$ cat src/rtl/evtimer_pkg.sv
package evtimer_pkg;

   localparam int unsigned BUS_W = 32;

   localparam logic [7:0] OFS_STATUS = 8'h00;
   localparam logic [7:0] OFS_RUN    = 8'h04;
   localparam logic [7:0] OFS_COUNT  = 8'h08;
   localparam logic [7:0] OFS_DIVLIM = 8'h0C;
   localparam logic [7:0] OFS_DIVCNT = 8'h10;
   localparam logic [7:0] OFS_CMPCTL = 8'h14;
   localparam logic [7:0] OFS_CMPV0  = 8'h18;
   localparam logic [7:0] OFS_CAPCTL = 8'h28;
   localparam logic [7:0] OFS_CAPV0  = 8'h2C;
   localparam logic [7:0] OFS_PINCTL = 8'h3C;
   localparam logic [7:0] OFS_SRC    = 8'h70;

   typedef enum logic [1:0] {
      SRC_TIMEBASE = 2'b00,
      SRC_RISE     = 2'b01,
      SRC_FALL     = 2'b10,
      SRC_BOTH     = 2'b11
   } src_mode_e;

   typedef enum logic [1:0] {
      PIN_KEEP = 2'b00,
      PIN_LOW  = 2'b01,
      PIN_HIGH = 2'b10,
      PIN_INV  = 2'b11
   } pin_act_e;

endpackage

$ cat src/rtl/evtimer_sync_edge.sv
module evtimer_sync_edge #(
   parameter int unsigned N      = 2,
   parameter int unsigned STAGES = 2
) (
   input  logic         clk,
   input  logic         rst_n,
   input  logic [N-1:0] din,
   output logic [N-1:0] rise,
   output logic [N-1:0] fall
);

   if (STAGES < 2) begin : g_bad_stages
      $error("evtimer_sync_edge: STAGES must be at least 2");
   end

   for (genvar i = 0; i < N; i++) begin : g_ch
      logic [STAGES:0] shf;

      always_ff @(posedge clk or negedge rst_n) begin
         if (!rst_n) shf <= '0;
         else        shf <= {shf[STAGES-1:0], din[i]};
      end

      assign rise[i] =  shf[STAGES-1] & ~shf[STAGES];
      assign fall[i] = ~shf[STAGES-1] &  shf[STAGES];
   end

endmodule

$ cat src/rtl/evtimer_tick.sv
module evtimer_tick
   import evtimer_pkg::*;
#(
   parameter int unsigned CNT_W = 32,
   parameter int unsigned N_CAP = 2
) (
   input  logic             clk,
   input  logic             rst_n,
   input  logic             run,
   input  logic             hold,
   input  logic [1:0]       mode,
   input  logic [1:0]       sel,
   input  logic [CNT_W-1:0] div_lim,
   input  logic [N_CAP-1:0] rise,
   input  logic [N_CAP-1:0] fall,
   output logic             tick,
   output logic [CNT_W-1:0] div_cnt
);

   localparam int unsigned SEL_N = 4;

   logic [SEL_N-1:0] rise_pad, fall_pad;
   logic             div_wrap, ev_hit, tb_mode;
   src_mode_e        mode_e;

   for (genvar j = 0; j < SEL_N; j++) begin : g_pad
      if (j < N_CAP) begin : g_live
         assign rise_pad[j] = rise[j];
         assign fall_pad[j] = fall[j];
      end else begin : g_dead
         assign rise_pad[j] = 1'b0;
         assign fall_pad[j] = 1'b0;
      end
   end

   assign mode_e   = src_mode_e'(mode);
   assign tb_mode  = (mode_e == SRC_TIMEBASE);
   assign div_wrap = (div_cnt >= div_lim);

   always_comb begin
      unique case (mode_e)
         SRC_RISE: ev_hit = rise_pad[sel];
         SRC_FALL: ev_hit = fall_pad[sel];
         SRC_BOTH: ev_hit = rise_pad[sel] | fall_pad[sel];
         default:  ev_hit = 1'b0;
      endcase
   end

   assign tick = run & (tb_mode ? div_wrap : ev_hit);

   always_ff @(posedge clk or negedge rst_n) begin
      if (!rst_n)                 div_cnt <= '0;
      else if (hold)              div_cnt <= '0;
      else if (run && tb_mode)    div_cnt <= div_wrap ? '0 : div_cnt + 1'b1;
   end

   AST_DIV_HOLD: assert property (@(posedge clk) disable iff (!rst_n)
      hold |=> (div_cnt == '0));

endmodule

$ cat src/rtl/evtimer_match.sv
module evtimer_match
   import evtimer_pkg::*;
#(
   parameter int unsigned CNT_W   = 32,
   parameter int unsigned N_MATCH = 4
) (
   input  logic                            clk,
   input  logic                            rst_n,
   input  logic                            tick,
   input  logic [CNT_W-1:0]                count,
   input  logic [N_MATCH-1:0][CNT_W-1:0]   cmp_val,
   input  logic [2*N_MATCH-1:0]            pin_act,
   input  logic                            pin_we,
   input  logic [N_MATCH-1:0]              pin_wd,
   output logic [N_MATCH-1:0]              hit,
   output logic [N_MATCH-1:0]              pin
);

   for (genvar i = 0; i < N_MATCH; i++) begin : g_ch
      pin_act_e act;

      assign act    = pin_act_e'(pin_act[2*i +: 2]);
      assign hit[i] = tick & (count == cmp_val[i]);

      always_ff @(posedge clk or negedge rst_n) begin
         if (!rst_n) begin
            pin[i] <= 1'b0;
         end else if (hit[i] && act != PIN_KEEP) begin
            unique case (act)
               PIN_LOW:  pin[i] <= 1'b0;
               PIN_HIGH: pin[i] <= 1'b1;
               default:  pin[i] <= ~pin[i];
            endcase
         end else if (pin_we) begin
            pin[i] <= pin_wd[i];
         end
      end

      AST_PIN_INVERT: assert property (@(posedge clk) disable iff (!rst_n)
         (hit[i] && act == PIN_INV) |=> (pin[i] != $past(pin[i])));
      AST_PIN_DRIVE: assert property (@(posedge clk) disable iff (!rst_n)
         (hit[i] && act == PIN_HIGH) |=> pin[i]);
   end

endmodule

$ cat src/rtl/evtimer.sv
module evtimer
   import evtimer_pkg::*;
#(
   parameter int unsigned ADDR_W      = 8,
   parameter int unsigned CNT_W       = 32,
   parameter int unsigned N_MATCH     = 4,
   parameter int unsigned N_CAP       = 2,
   parameter int unsigned SYNC_STAGES = 2
) (
   input  logic               clk,
   input  logic               rst_n,
   input  logic [ADDR_W-1:0]  bus_addr,
   input  logic               bus_wr,
   input  logic [31:0]        bus_wdata,
   output logic [31:0]        bus_rdata,
   input  logic [N_CAP-1:0]   cap_in,
   output logic [N_MATCH-1:0] match_out,
   output logic               irq
);

   localparam int unsigned FLAG_W  = 8;
   localparam int unsigned CH_MAX  = 4;
   localparam int unsigned MCTL_W  = 3 * N_MATCH;
   localparam int unsigned CCTL_W  = 3 * N_CAP;
   localparam int unsigned ACT_W   = 2 * N_MATCH;
   localparam int unsigned ACT_LSB = 4;

   localparam logic [ADDR_W-1:0] A_STATUS = ADDR_W'(OFS_STATUS);
   localparam logic [ADDR_W-1:0] A_RUN    = ADDR_W'(OFS_RUN);
   localparam logic [ADDR_W-1:0] A_COUNT  = ADDR_W'(OFS_COUNT);
   localparam logic [ADDR_W-1:0] A_DIVLIM = ADDR_W'(OFS_DIVLIM);
   localparam logic [ADDR_W-1:0] A_DIVCNT = ADDR_W'(OFS_DIVCNT);
   localparam logic [ADDR_W-1:0] A_CMPCTL = ADDR_W'(OFS_CMPCTL);
   localparam logic [ADDR_W-1:0] A_CMPV0  = ADDR_W'(OFS_CMPV0);
   localparam logic [ADDR_W-1:0] A_CAPCTL = ADDR_W'(OFS_CAPCTL);
   localparam logic [ADDR_W-1:0] A_CAPV0  = ADDR_W'(OFS_CAPV0);
   localparam logic [ADDR_W-1:0] A_PINCTL = ADDR_W'(OFS_PINCTL);
   localparam logic [ADDR_W-1:0] A_SRC    = ADDR_W'(OFS_SRC);

   if (ADDR_W < 7 || ADDR_W > 16) begin : g_bad_addr
      $error("evtimer: ADDR_W must be 7..16");
   end
   if (CNT_W < 2 || CNT_W > BUS_W) begin : g_bad_cnt
      $error("evtimer: CNT_W must be 2..32");
   end
   if (N_MATCH < 1 || N_MATCH > CH_MAX) begin : g_bad_match
      $error("evtimer: N_MATCH must be 1..4");
   end
   if (N_CAP < 1 || N_CAP > CH_MAX) begin : g_bad_cap
      $error("evtimer: N_CAP must be 1..4");
   end

   // ---------------- register state ----------------
   logic [FLAG_W-1:0]              status;
   logic [1:0]                     run_ctl;
   logic [CNT_W-1:0]               count;
   logic [CNT_W-1:0]               div_lim;
   logic [MCTL_W-1:0]              cmp_ctl;
   logic [N_MATCH-1:0][CNT_W-1:0]  cmp_val;
   logic [CCTL_W-1:0]              cap_ctl;
   logic [N_CAP-1:0][CNT_W-1:0]    cap_val;
   logic [ACT_W-1:0]               pin_act;
   logic [3:0]                     src_ctl;

   logic [CNT_W-1:0]   div_cnt;
   logic               tick, run, hold;
   logic [N_CAP-1:0]   ev_rise, ev_fall, cap_evt, cap_fen;
   logic [N_MATCH-1:0] hit, m_fen, m_zero, m_stop;
   logic [FLAG_W-1:0]  set_vec;
   logic               any_zero, any_stop;

   logic we_status, we_run, we_divlim, we_cmpctl, we_capctl, we_pin, we_src;

   assign we_status = bus_wr && (bus_addr == A_STATUS);
   assign we_run    = bus_wr && (bus_addr == A_RUN);
   assign we_divlim = bus_wr && (bus_addr == A_DIVLIM);
   assign we_cmpctl = bus_wr && (bus_addr == A_CMPCTL);
   assign we_capctl = bus_wr && (bus_addr == A_CAPCTL);
   assign we_pin    = bus_wr && (bus_addr == A_PINCTL);
   assign we_src    = bus_wr && (bus_addr == A_SRC);

   assign hold = run_ctl[1];
   assign run  = run_ctl[0] & ~run_ctl[1];

   // ---------------- sub-blocks ----------------
   evtimer_sync_edge #(.N(N_CAP), .STAGES(SYNC_STAGES)) u_edge (
      .clk  (clk),
      .rst_n(rst_n),
      .din  (cap_in),
      .rise (ev_rise),
      .fall (ev_fall)
   );

   evtimer_tick #(.CNT_W(CNT_W), .N_CAP(N_CAP)) u_tick (
      .clk    (clk),
      .rst_n  (rst_n),
      .run    (run),
      .hold   (hold),
      .mode   (src_ctl[1:0]),
      .sel    (src_ctl[3:2]),
      .div_lim(div_lim),
      .rise   (ev_rise),
      .fall   (ev_fall),
      .tick   (tick),
      .div_cnt(div_cnt)
   );

   evtimer_match #(.CNT_W(CNT_W), .N_MATCH(N_MATCH)) u_match (
      .clk    (clk),
      .rst_n  (rst_n),
      .tick   (tick),
      .count  (count),
      .cmp_val(cmp_val),
      .pin_act(pin_act),
      .pin_we (we_pin),
      .pin_wd (bus_wdata[N_MATCH-1:0]),
      .hit    (hit),
      .pin    (match_out)
   );

   // ---------------- per-channel decode ----------------
   for (genvar i = 0; i < N_MATCH; i++) begin : g_mctl
      assign m_fen[i]  = cmp_ctl[3*i];
      assign m_zero[i] = cmp_ctl[3*i+1];
      assign m_stop[i] = cmp_ctl[3*i+2];

      always_ff @(posedge clk or negedge rst_n) begin
         if (!rst_n)
            cmp_val[i] <= '0;
         else if (bus_wr && bus_addr == A_CMPV0 + ADDR_W'(4*i))
            cmp_val[i] <= bus_wdata[CNT_W-1:0];
      end
   end

   for (genvar i = 0; i < N_CAP; i++) begin : g_cap
      assign cap_evt[i] = (cap_ctl[3*i]   & ev_rise[i]) |
                          (cap_ctl[3*i+1] & ev_fall[i]);
      assign cap_fen[i] = cap_ctl[3*i+2];

      always_ff @(posedge clk or negedge rst_n) begin
         if (!rst_n)          cap_val[i] <= '0;
         else if (cap_evt[i]) cap_val[i] <= count;
      end

      AST_CAPTURE_LOAD: assert property (@(posedge clk) disable iff (!rst_n)
         cap_evt[i] |=> (cap_val[i] == $past(count)));
   end

   for (genvar j = 0; j < CH_MAX; j++) begin : g_flags
      if (j < N_MATCH) begin : g_m
         assign set_vec[j] = hit[j] & m_fen[j];
      end else begin : g_m0
         assign set_vec[j] = 1'b0;
      end
      if (j < N_CAP) begin : g_c
         assign set_vec[CH_MAX+j] = cap_evt[j] & cap_fen[j];
      end else begin : g_c0
         assign set_vec[CH_MAX+j] = 1'b0;
      end
   end

   assign any_zero = |(hit & m_zero);
   assign any_stop = |(hit & m_stop);

   // ---------------- control registers ----------------
   always_ff @(posedge clk or negedge rst_n) begin
      if (!rst_n) begin
         div_lim <= '0;
         cmp_ctl <= '0;
         cap_ctl <= '0;
         pin_act <= '0;
         src_ctl <= '0;
      end else begin
         if (we_divlim) div_lim <= bus_wdata[CNT_W-1:0];
         if (we_cmpctl) cmp_ctl <= bus_wdata[MCTL_W-1:0];
         if (we_capctl) cap_ctl <= bus_wdata[CCTL_W-1:0];
         if (we_pin)    pin_act <= bus_wdata[ACT_LSB +: ACT_W];
         if (we_src)    src_ctl <= bus_wdata[3:0];
      end
   end

   always_ff @(posedge clk or negedge rst_n) begin
      if (!rst_n) begin
         run_ctl <= '0;
      end else begin
         if (we_run)   run_ctl    <= bus_wdata[1:0];
         if (any_stop) run_ctl[0] <= 1'b0;
      end
   end

   // ---------------- count ----------------
   always_ff @(posedge clk or negedge rst_n) begin
      if (!rst_n)        count <= '0;
      else if (hold)     count <= '0;
      else if (tick) begin
         if (any_zero)      count <= '0;
         else if (!any_stop) count <= count + 1'b1;
      end
   end

   // ---------------- status flags ----------------
   always_ff @(posedge clk or negedge rst_n) begin
      if (!rst_n) status <= '0;
      else        status <= (status & ~(we_status ? bus_wdata[FLAG_W-1:0] : '0)) | set_vec;
   end

   assign irq = |status;

   // ---------------- read decode ----------------
   always_comb begin
      bus_rdata = '0;
      if (bus_addr == A_STATUS)      bus_rdata[FLAG_W-1:0] = status;
      else if (bus_addr == A_RUN)    bus_rdata[1:0]        = run_ctl;
      else if (bus_addr == A_COUNT)  bus_rdata[CNT_W-1:0]  = count;
      else if (bus_addr == A_DIVLIM) bus_rdata[CNT_W-1:0]  = div_lim;
      else if (bus_addr == A_DIVCNT) bus_rdata[CNT_W-1:0]  = div_cnt;
      else if (bus_addr == A_CMPCTL) bus_rdata[MCTL_W-1:0] = cmp_ctl;
      else if (bus_addr == A_CAPCTL) bus_rdata[CCTL_W-1:0] = cap_ctl;
      else if (bus_addr == A_SRC)    bus_rdata[3:0]        = src_ctl;
      else if (bus_addr == A_PINCTL) begin
         bus_rdata[N_MATCH-1:0]       = match_out;
         bus_rdata[ACT_LSB +: ACT_W]  = pin_act;
      end else begin
         for (int i = 0; i < N_MATCH; i++)
            if (bus_addr == A_CMPV0 + ADDR_W'(4*i)) bus_rdata[CNT_W-1:0] = cmp_val[i];
         for (int i = 0; i < N_CAP; i++)
            if (bus_addr == A_CAPV0 + ADDR_W'(4*i)) bus_rdata[CNT_W-1:0] = cap_val[i];
      end
   end

   // ---------------- assertions ----------------
   AST_HOLD_ZERO: assert property (@(posedge clk) disable iff (!rst_n)
      hold |=> (count == '0));
   AST_IDLE_FREEZE: assert property (@(posedge clk) disable iff (!rst_n)
      (run_ctl == 2'b00) |=> (count == $past(count)));
   AST_STATUS_CLEAR: assert property (@(posedge clk) disable iff (!rst_n)
      we_status |=> ((status & $past(bus_wdata[FLAG_W-1:0] & ~set_vec)) == '0));
   AST_SET_WINS: assert property (@(posedge clk) disable iff (!rst_n)
      (|set_vec) |=> ((status & $past(set_vec)) == $past(set_vec)));
   AST_ZERO_ON_HIT: assert property (@(posedge clk) disable iff (!rst_n)
      any_zero |=> (count == '0));
   AST_STOP_ON_HIT: assert property (@(posedge clk) disable iff (!rst_n)
      (any_stop && !any_zero) |=> (!run_ctl[0] && count == $past(count)));

endmodule

$ cat config.mk
export PLATFORM = sky130hd
export DESIGN_NAME = evtimer
export DESIGN_NICKNAME = d
export VERILOG_FILES = /design/src/rtl/evtimer_pkg.sv /design/src/rtl/evtimer_sync_edge.sv /design/src/rtl/evtimer_tick.sv /design/src/rtl/evtimer_match.sv /design/src/rtl/evtimer.sv
export SDC_FILE = /design/constraint.sdc
export NUM_CORES = 1
export LEC_CHECK = 0
export BUFFER_PORTS_ARGS = -buffer_cell sky130_fd_sc_hd__clkbuf_2
export CAP_MARGIN = 20
export CORE_UTILIZATION = 45
export CTS_BUF_LIST = sky130_fd_sc_hd__clkbuf_8
export CTS_CLUSTER_SIZE = 10
export DETAILED_ROUTE_END_ITERATION = 10
export SLEW_MARGIN = 20
export SYNTH_ARGS = -nofsm -noshare
export SYNTH_HDL_FRONTEND = slang
export SYNTH_SLANG_ARGS = --single-unit
$ cat constraint.sdc
create_clock -name clk -period 2.8 [get_ports clk]
set_input_delay 0.42 -clock clk [delete_from_list [all_inputs] [get_ports clk]]
set_output_delay 0.42 -clock clk [all_outputs]
set_load 0.02 [all_outputs]
* After elaboration in Yosys (flattened, before gate mapping)
Cells that the tools add are included.
** Operators by class
- Multiplexer cells :: 65
- Reductions and logical operators :: 33
- Equal/unequal tests :: 30
- Add/sub/neg operators :: 2
- Order comparisons :: 2
- Bitwise logic cells :: 37
** Operators by type and width (count)
- $mux W32 :: 25
- $mux W28 :: 8
- $eq A32 B32 Y1 :: 4
- $add A32 B1 Y32 const B :: 2
- $eq A8 B6 Y1 const B :: 6
- $mux W20 :: 2
- $eq A8 B5 Y1 const B :: 4
- $ge A32 B32 Y1 :: 1
- $mux W30 :: 1
- $mux W26 :: 1
- $mux W12 :: 2
- $mux W24 :: 1
- $reduce_bool A2 Y1 :: 11
- $and A1 B1 Y1 :: 20
- $eq A8 B4 Y1 const B :: 2
- $logic_and A1 B1 Y1 :: 16
- $mux W8 :: 2
- $mux W1 :: 13
- $eq A2 B2 Y1 const B :: 6
- $eq A2 B1 Y1 const B :: 5
- $not A1 Y1 :: 9
- $and A4 B4 Y4 :: 2
- $and A8 B8 Y8 :: 1
- $eq A8 B3 Y1 const B :: 1
- other kinds (17) :: 24
** Word-level totals
- Register bits :: 338
- Bits of input ports :: 45
- Output and inout bits :: 37
- Logic and storage cells :: 191

* Logic depth before layout (Yosys ltp)
- Word-level depth :: 32
- Depth in mapped cells :: 12
- Mapped depth without buffers :: 10

* By module
From an unflattened synthesis, not the netlist that was laid out.
** Second synthesis, totals
- Cell total of the unflattened synthesis :: 1896
- Area total of the unflattened synthesis :: 19593.8 sq um
** By module, submodules not included
- evtimer :: cells each 1288, instances 1, sequential area each 7407.1 sq um, area each 14764.2 sq um
- evtimer_tick :: cells each 357, instances 1, sequential area each 800.8 sq um, area each 2736.4 sq um
- evtimer_match :: cells each 241, instances 1, sequential area each 100.1 sq um, area each 1908.1 sq um
- evtimer_sync_edge :: cells each 10, instances 1, sequential area each 150.1 sq um, area each 185.2 sq um

* Worst setup path before layout
Ideal clock, no wire load.
- Path type :: input port to output port
- Start point :: in bus_addr[3]
- End point :: out bus_rdata[8]
- Buffers on the path :: 3
- Arrival :: 2787 ps
- Data required time :: 2380 ps
- Stages on the path :: 8
- Setup slack :: -407 ps
- Cell sequence :: clkbuf_1 or4b_2 clkbuf_1 nor2_1 clkbuf_1 a22oi_1 and3_1 a221oi_1
** Between the ends
- Cells in the longest elaborated chain, start to end :: 32
- Elaborated cells on any way between the ends :: 46
- Those cells by class :: 14 x eq/ne; 31 x mux; 1 x reduce/logical
** Ends and longest elaborated chain
- start: declaration :: RTL line evtimer.sv:12 : input logic [ADDR_W-1:0] bus_addr,
- $eq A8 B5 Y1 :: RTL line evtimer.sv:225 : if (bus_addr == A_CMPV0 + ADDR_W'(4*i)) bus_rdata[CNT_W-1:0] = cmp_val[i];
- $mux W32 (4 in series) :: RTL line evtimer.sv:225
- $mux W32 (2 in series) :: RTL line evtimer.sv:227 : if (bus_addr == A_CAPV0 + ADDR_W'(4*i)) bus_rdata[CNT_W-1:0] = cap_val[i];
- $mux W32 :: RTL line evtimer.sv:220 : else if (bus_addr == A_PINCTL) begin
- $mux W32 :: RTL line evtimer.sv:219 : else if (bus_addr == A_SRC) bus_rdata[3:0] = src_ctl;
- $mux W32 :: RTL line evtimer.sv:218 : else if (bus_addr == A_CAPCTL) bus_rdata[CCTL_W-1:0] = cap_ctl;
- $mux W32 :: RTL line evtimer.sv:217 : else if (bus_addr == A_CMPCTL) bus_rdata[MCTL_W-1:0] = cmp_ctl;
- $mux W32 :: RTL line evtimer.sv:216 : else if (bus_addr == A_DIVCNT) bus_rdata[CNT_W-1:0] = div_cnt;
- [12 not listed]
- $mux W28 :: RTL line evtimer.sv:212 : if (bus_addr == A_STATUS) bus_rdata[FLAG_W-1:0] = status;
- $mux W26 :: RTL line evtimer.sv:218
- $mux W12 :: RTL line evtimer.sv:217
- $mux W32 :: RTL line evtimer.sv:216
- $mux W32 :: RTL line evtimer.sv:215 : else if (bus_addr == A_DIVLIM) bus_rdata[CNT_W-1:0] = div_lim;
- $mux W32 :: RTL line evtimer.sv:214 : else if (bus_addr == A_COUNT) bus_rdata[CNT_W-1:0] = count;
- $mux W30 :: RTL line evtimer.sv:213 : else if (bus_addr == A_RUN) bus_rdata[1:0] = run_ctl;
- $mux W24 * :: RTL line evtimer.sv:212
- end: declaration :: RTL line evtimer.sv:15 : output logic [31:0] bus_rdata,
Mark *: on every way between the ends. The rest lies on a longest branch, timed or not. The select of a mux whose other input is x is not followed.

* Worst setup path after layout
- Start point :: reg count[13]
- End point :: reg count[7]
** Between the ends
- Cells in the longest elaborated chain, start to end :: 7
- Elaborated cells on any way between the ends :: 17
- Those cells by class :: 5 x eq/ne; 3 x mux; 6 x bitwise; 3 x reduce/logical
** Ends and longest elaborated chain
- start: declaration :: RTL line evtimer.sv:56 : logic [CNT_W-1:0] count;
- start signal: assignment :: RTL line evtimer.sv:197 : else if (!any_stop) count <= count + 1'b1;
- $eq A32 B32 Y1 :: RTL line evtimer_match.sv:23 : assign hit[i] = tick & (count == cmp_val[i]);
- $and A1 B1 Y1 :: RTL line evtimer_match.sv:23
- $and A4 B4 Y4 :: RTL line evtimer.sv:162 : assign any_zero = |(hit & m_zero);
- $reduce_or A4 Y1 :: RTL line evtimer.sv:162
- $mux W32 :: RTL line evtimer.sv:196 : if (any_zero) count <= '0;
- $mux W32 :: RTL line evtimer.sv:195 : else if (tick) begin
- $mux W32 :: RTL line evtimer.sv:194 : else if (hold) count <= '0;
Parallel ways exist; a longest one is shown, timed or not. The select of a mux whose other input is x is not followed.
A chain may end at the register's enable or synchronous reset.

==> flow_metrics.env <==
export IMPL_yosysUniqueCellTypes=74
export IMPL_clock_skew_ns=0.0257
export IMPL_first_pass_iters=6
export IMPL_avgSynthCellArea_um2=10.8
export IMPL_min_path_type="input port to flip-flop"
export IMPL_ys_flop_type="dfrtp_1"
export IMPL_core_area_um2=40700
export IMPL_cts_buffer_depth=3
export IMPL_start_util_pct=45.6
export IMPL_clk_insertion_delay_late_ns=0.70
export IMPL_intPower_mw=8.64
export IMPL_hold_path_depth=2
export IMPL_diodes=0
export IMPL_startpoint_type="flip-flop"
export IMPL_dp_slack_ns=-0.501
export IMPL_peakVddDrop_mv=0.376
export IMPL_fp_row_count=74
export IMPL_maxCapViolCount=0
export IMPL_crit_arrival_ns=3.54
export IMPL_hold_violations=0
export IMPL_final_nets=2250
export IMPL_antenna_found_initial=0
export IMPL_violations="negative setup slack"
export IMPL_synth_edf_count=0
export IMPL_routed_wirelength_um=72900
export IMPL_end_kind="flip-flop"
export IMPL_drt_vias_per_instance=6.12
export IMPL_power_mw=12.1
export IMPL_mostFrequentLayoutCells="buf_4 (340), dfrtp_1 (315), mux2_2 (260)"
export IMPL_period_minus_slack_ns=2.98
export IMPL_crit_required_ns=3.36
export IMPL_synth_nets=1810
export IMPL_hpwlAfterDp_um=52100
export IMPL_synth_seq_cells=338
export IMPL_io_pins=82
export IMPL_status="finished, violations left"
export IMPL_htree_levels=2
export IMPL_setup_ws_ns=-0.181
export IMPL_grt_pass1_vias=16761
export IMPL_final_common_cell="buf_4"
export IMPL_wire_per_inst_um=26.6
export IMPL_worstPathMaxFanout=13
export IMPL_synth_top_area_share_pct=45.5
export IMPL_synth_area_leaders="dfrtp_1 (46%), mux2_2 (16%), xnor2_1 (6.0%)"
export IMPL_ys_warn_count=0
export IMPL_grt_usage_pct=34.9
export IMPL_drc=0
export IMPL_power_density_nw_per_um2=466
export IMPL_ant_nets=0
export IMPL_ys_async_sr_fraction_pct=100
export IMPL_die_area_um2=42100
export IMPL_p_switching_mw=3.47
export IMPL_seqPwrFrac_pct=43.2
export IMPL_cts_tree="yes"
export IMPL_slew_viol_final=0
export IMPL_synth_top_area_cell="dfrtp_1"
export IMPL_clk_root_buffer_cell="clkbuf_8"
export IMPL_period_share_pct=106
export IMPL_rr_worst_depth=13
export IMPL_worst_slew_pin_slew_ns=0.709
export IMPL_synthCells=1723
export IMPL_slew_headroom_pct=52.5
export IMPL_place_port_buffers=81
export IMPL_numCtsBuffers=60
export IMPL_placed_area_um2=22600
export IMPL_gp_congestion=1.01
export IMPL_p_clk_share_pct=40.9
export IMPL_pwr_share_comb_pct=15.9
export IMPL_swShare_pct=28.7
export IMPL_die_width_um=205
export IMPL_fmax_mhz=335
export IMPL_netlist_area_um2=18600
export IMPL_worstSetupPathType="flip-flop to flip-flop"
export IMPL_yosysSeqAreaShare_pct=45.5
export IMPL_area_growth_pct=39.7
export IMPL_rsz0062_at_grt="true"
export IMPL_gr_total_overflow=0
export IMPL_drive_above_1_share_pct=49.0
export IMPL_path_clk_slew_ns=0.06
export IMPL_grt_max_degree=80
export IMPL_fin_setup_tns_ns=-4.41
export IMPL_num_vias=16785
export IMPL_grt_pass1_wl_um=107000
export IMPL_p_leak_nw=12.2
export IMPL_clkSinkCount=338
export IMPL_setup_viol=53
export IMPL_finalInstanceArea_um2=26000
export IMPL_die_h_um=205
export IMPL_drt_iter0_drc=1822
## registers in the layout, indices dropped and copies added, names as in the netlist
register / flops
cap_ctl: 6
cap_val: 64
cmp_ctl: 12
cmp_val: 128
count: 32
div_lim: 32
pin_act: 8
run_ctl: 2
src_ctl: 4
status: 8
u_edge.g_ch.shf: 6
u_match.pin: 4
u_tick.div_cnt: 32
## timing repair
action                     in CTS  in global routing
setup endpoints to repair     105                103
resized for setup             259                120
gates cloned                    6                  0
pin swaps                      59                 49
hold buffers                    3                  0
hold endpoints to repair       56                  0
setup buffers                  28                 12
## cell type report
class / instances / area (um^2)
clock buffer: 82 / 1130
clock inverter: 27 / 166
fill: 3262 / 14800
inverter: 52 / 195
multi-input combinational: 1211 / 10700
sequential: 338 / 8490
tap: 532 / 666
timing repair buffer: 500 / 4590
## Yosys cell counts (9+ instances only)
| cell type | instances |
|---|---|
| a21o_1 | 9 |
| a221o_1 | 25 |
| a31oi_1 | 9 |
| buf_2 | 24 |
| and3_1 | 35 |
| a222oi_1 | 25 |
| dfrtp_1 | 338 |
| ha_1 | 42 |
| nor4_1 | 16 |
| nor2_1 | 92 |
| nand4_1 | 42 |
| a22oi_1 | 64 |
| a21oi_1 | 35 |
| buf_1 | 20 |
| nand2_1 | 87 |
| xnor2_1 | 128 |
| a221oi_1 | 15 |
| nor2b_1 | 10 |
| o31ai_1 | 12 |
| a22o_1 | 13 |
| mux2_2 | 260 |
| nand3_1 | 70 |
| inv_1 | 52 |
| o21ai_0 | 84 |
| mux2i_1 | 11 |
| nor3_1 | 17 |
| and2_1 | 9 |
| clkbuf_1 | 68 |
## cells by family after synthesis
| logic type | synth area share [%] |
|---|---|
| adder cells (fa/ha/maj) | 2.83 |
| AO/OA/AOI/OAI | 13.3 |
| AND/OR/NAND/NOR | 11.9 |
| XOR/XNOR | 6.13 |
| buffers and inverters | 4.00 |
| multiplexers | 16.3 |
| flip-flops | 45.5 |
## stage by stage
stage / hold slack, ns / utilization, % / instances
finish: 0.0679 / 63.7 / 2742
CTS: 0.0193 / 62.4 / 2733
global placement: 0.336 / 55.4 / 2590
floorplan: 0.124 / - / 1723
detailed placement: 0.338 / 55.4 / 2590
global route: 0.0514 / 63.7 / 2742
## routing by layer
metal / wire [um] / vias to the layer above / track usage (%) / share of wire (%)
met3: 5590 / 190 / 4.77 / 7.7
met1: 29800 / 8539 / 46.7 / 41
met4: 3700 / 0 / 18.0 / 5.1
met5: 0 / - / 0 / 0
li1: - / 7270 / - / -
met2: 33800 / 786 / 55.2 / 46
## critical path: stages (launching register included)
cell and delay (ns):
dfrtp_2 0.47, buf_4 0.16, xnor2_1 0.29, nand4_1 0.19, nor4_2 0.20, buf_4 0.17
nand3_1 0.10, nand4_1 0.28, buf_4 0.19, nor4_4 0.05, buf_12 0.15, buf_12 0.14
and3_4 0.16, a221o_2 0.29
## power groups by stage
stage | Clock (mW) | Combinational [mW] | Sequential (mW)
global route | 5.23 | 2.02 | 5.25
finish | 4.94 | 1.93 | 5.23
CTS | 5.02 | 1.81 | 5.22
global placement | 0 | 1.60 | 5.29
detailed placement | 0 | 1.62 | 5.30
floorplan | 0 | 0.685 | 5.26
## worst paths after layout
check / start / endpoint / slack, ns
setup / recovery: count[13]$_DFFE_PN0P_ / count[7]$_DFFE_PN0P_ / -0.18
hold / removal: bus_wdata[21] / cmp_val[117]$_DFFE_PN0P_ / 0.07
setup reg to reg: count[13]$_DFFE_PN0P_ / count[7]$_DFFE_PN0P_ / -0.18
hold reg to reg: u_edge.g_ch[1].shf[0]$_DFF_PN0_ / u_edge.g_ch[1].shf[1]$_DFF_PN0_ / 0.35
max in group asynchronous: rst_n / count[20]$_DFFE_PN0P_ / 1.67
min in group asynchronous: rst_n / u_match.pin[3]$_DFFE_PN0P_ / 0.28
No activity file was read; power rests on OpenSTA's default activity.
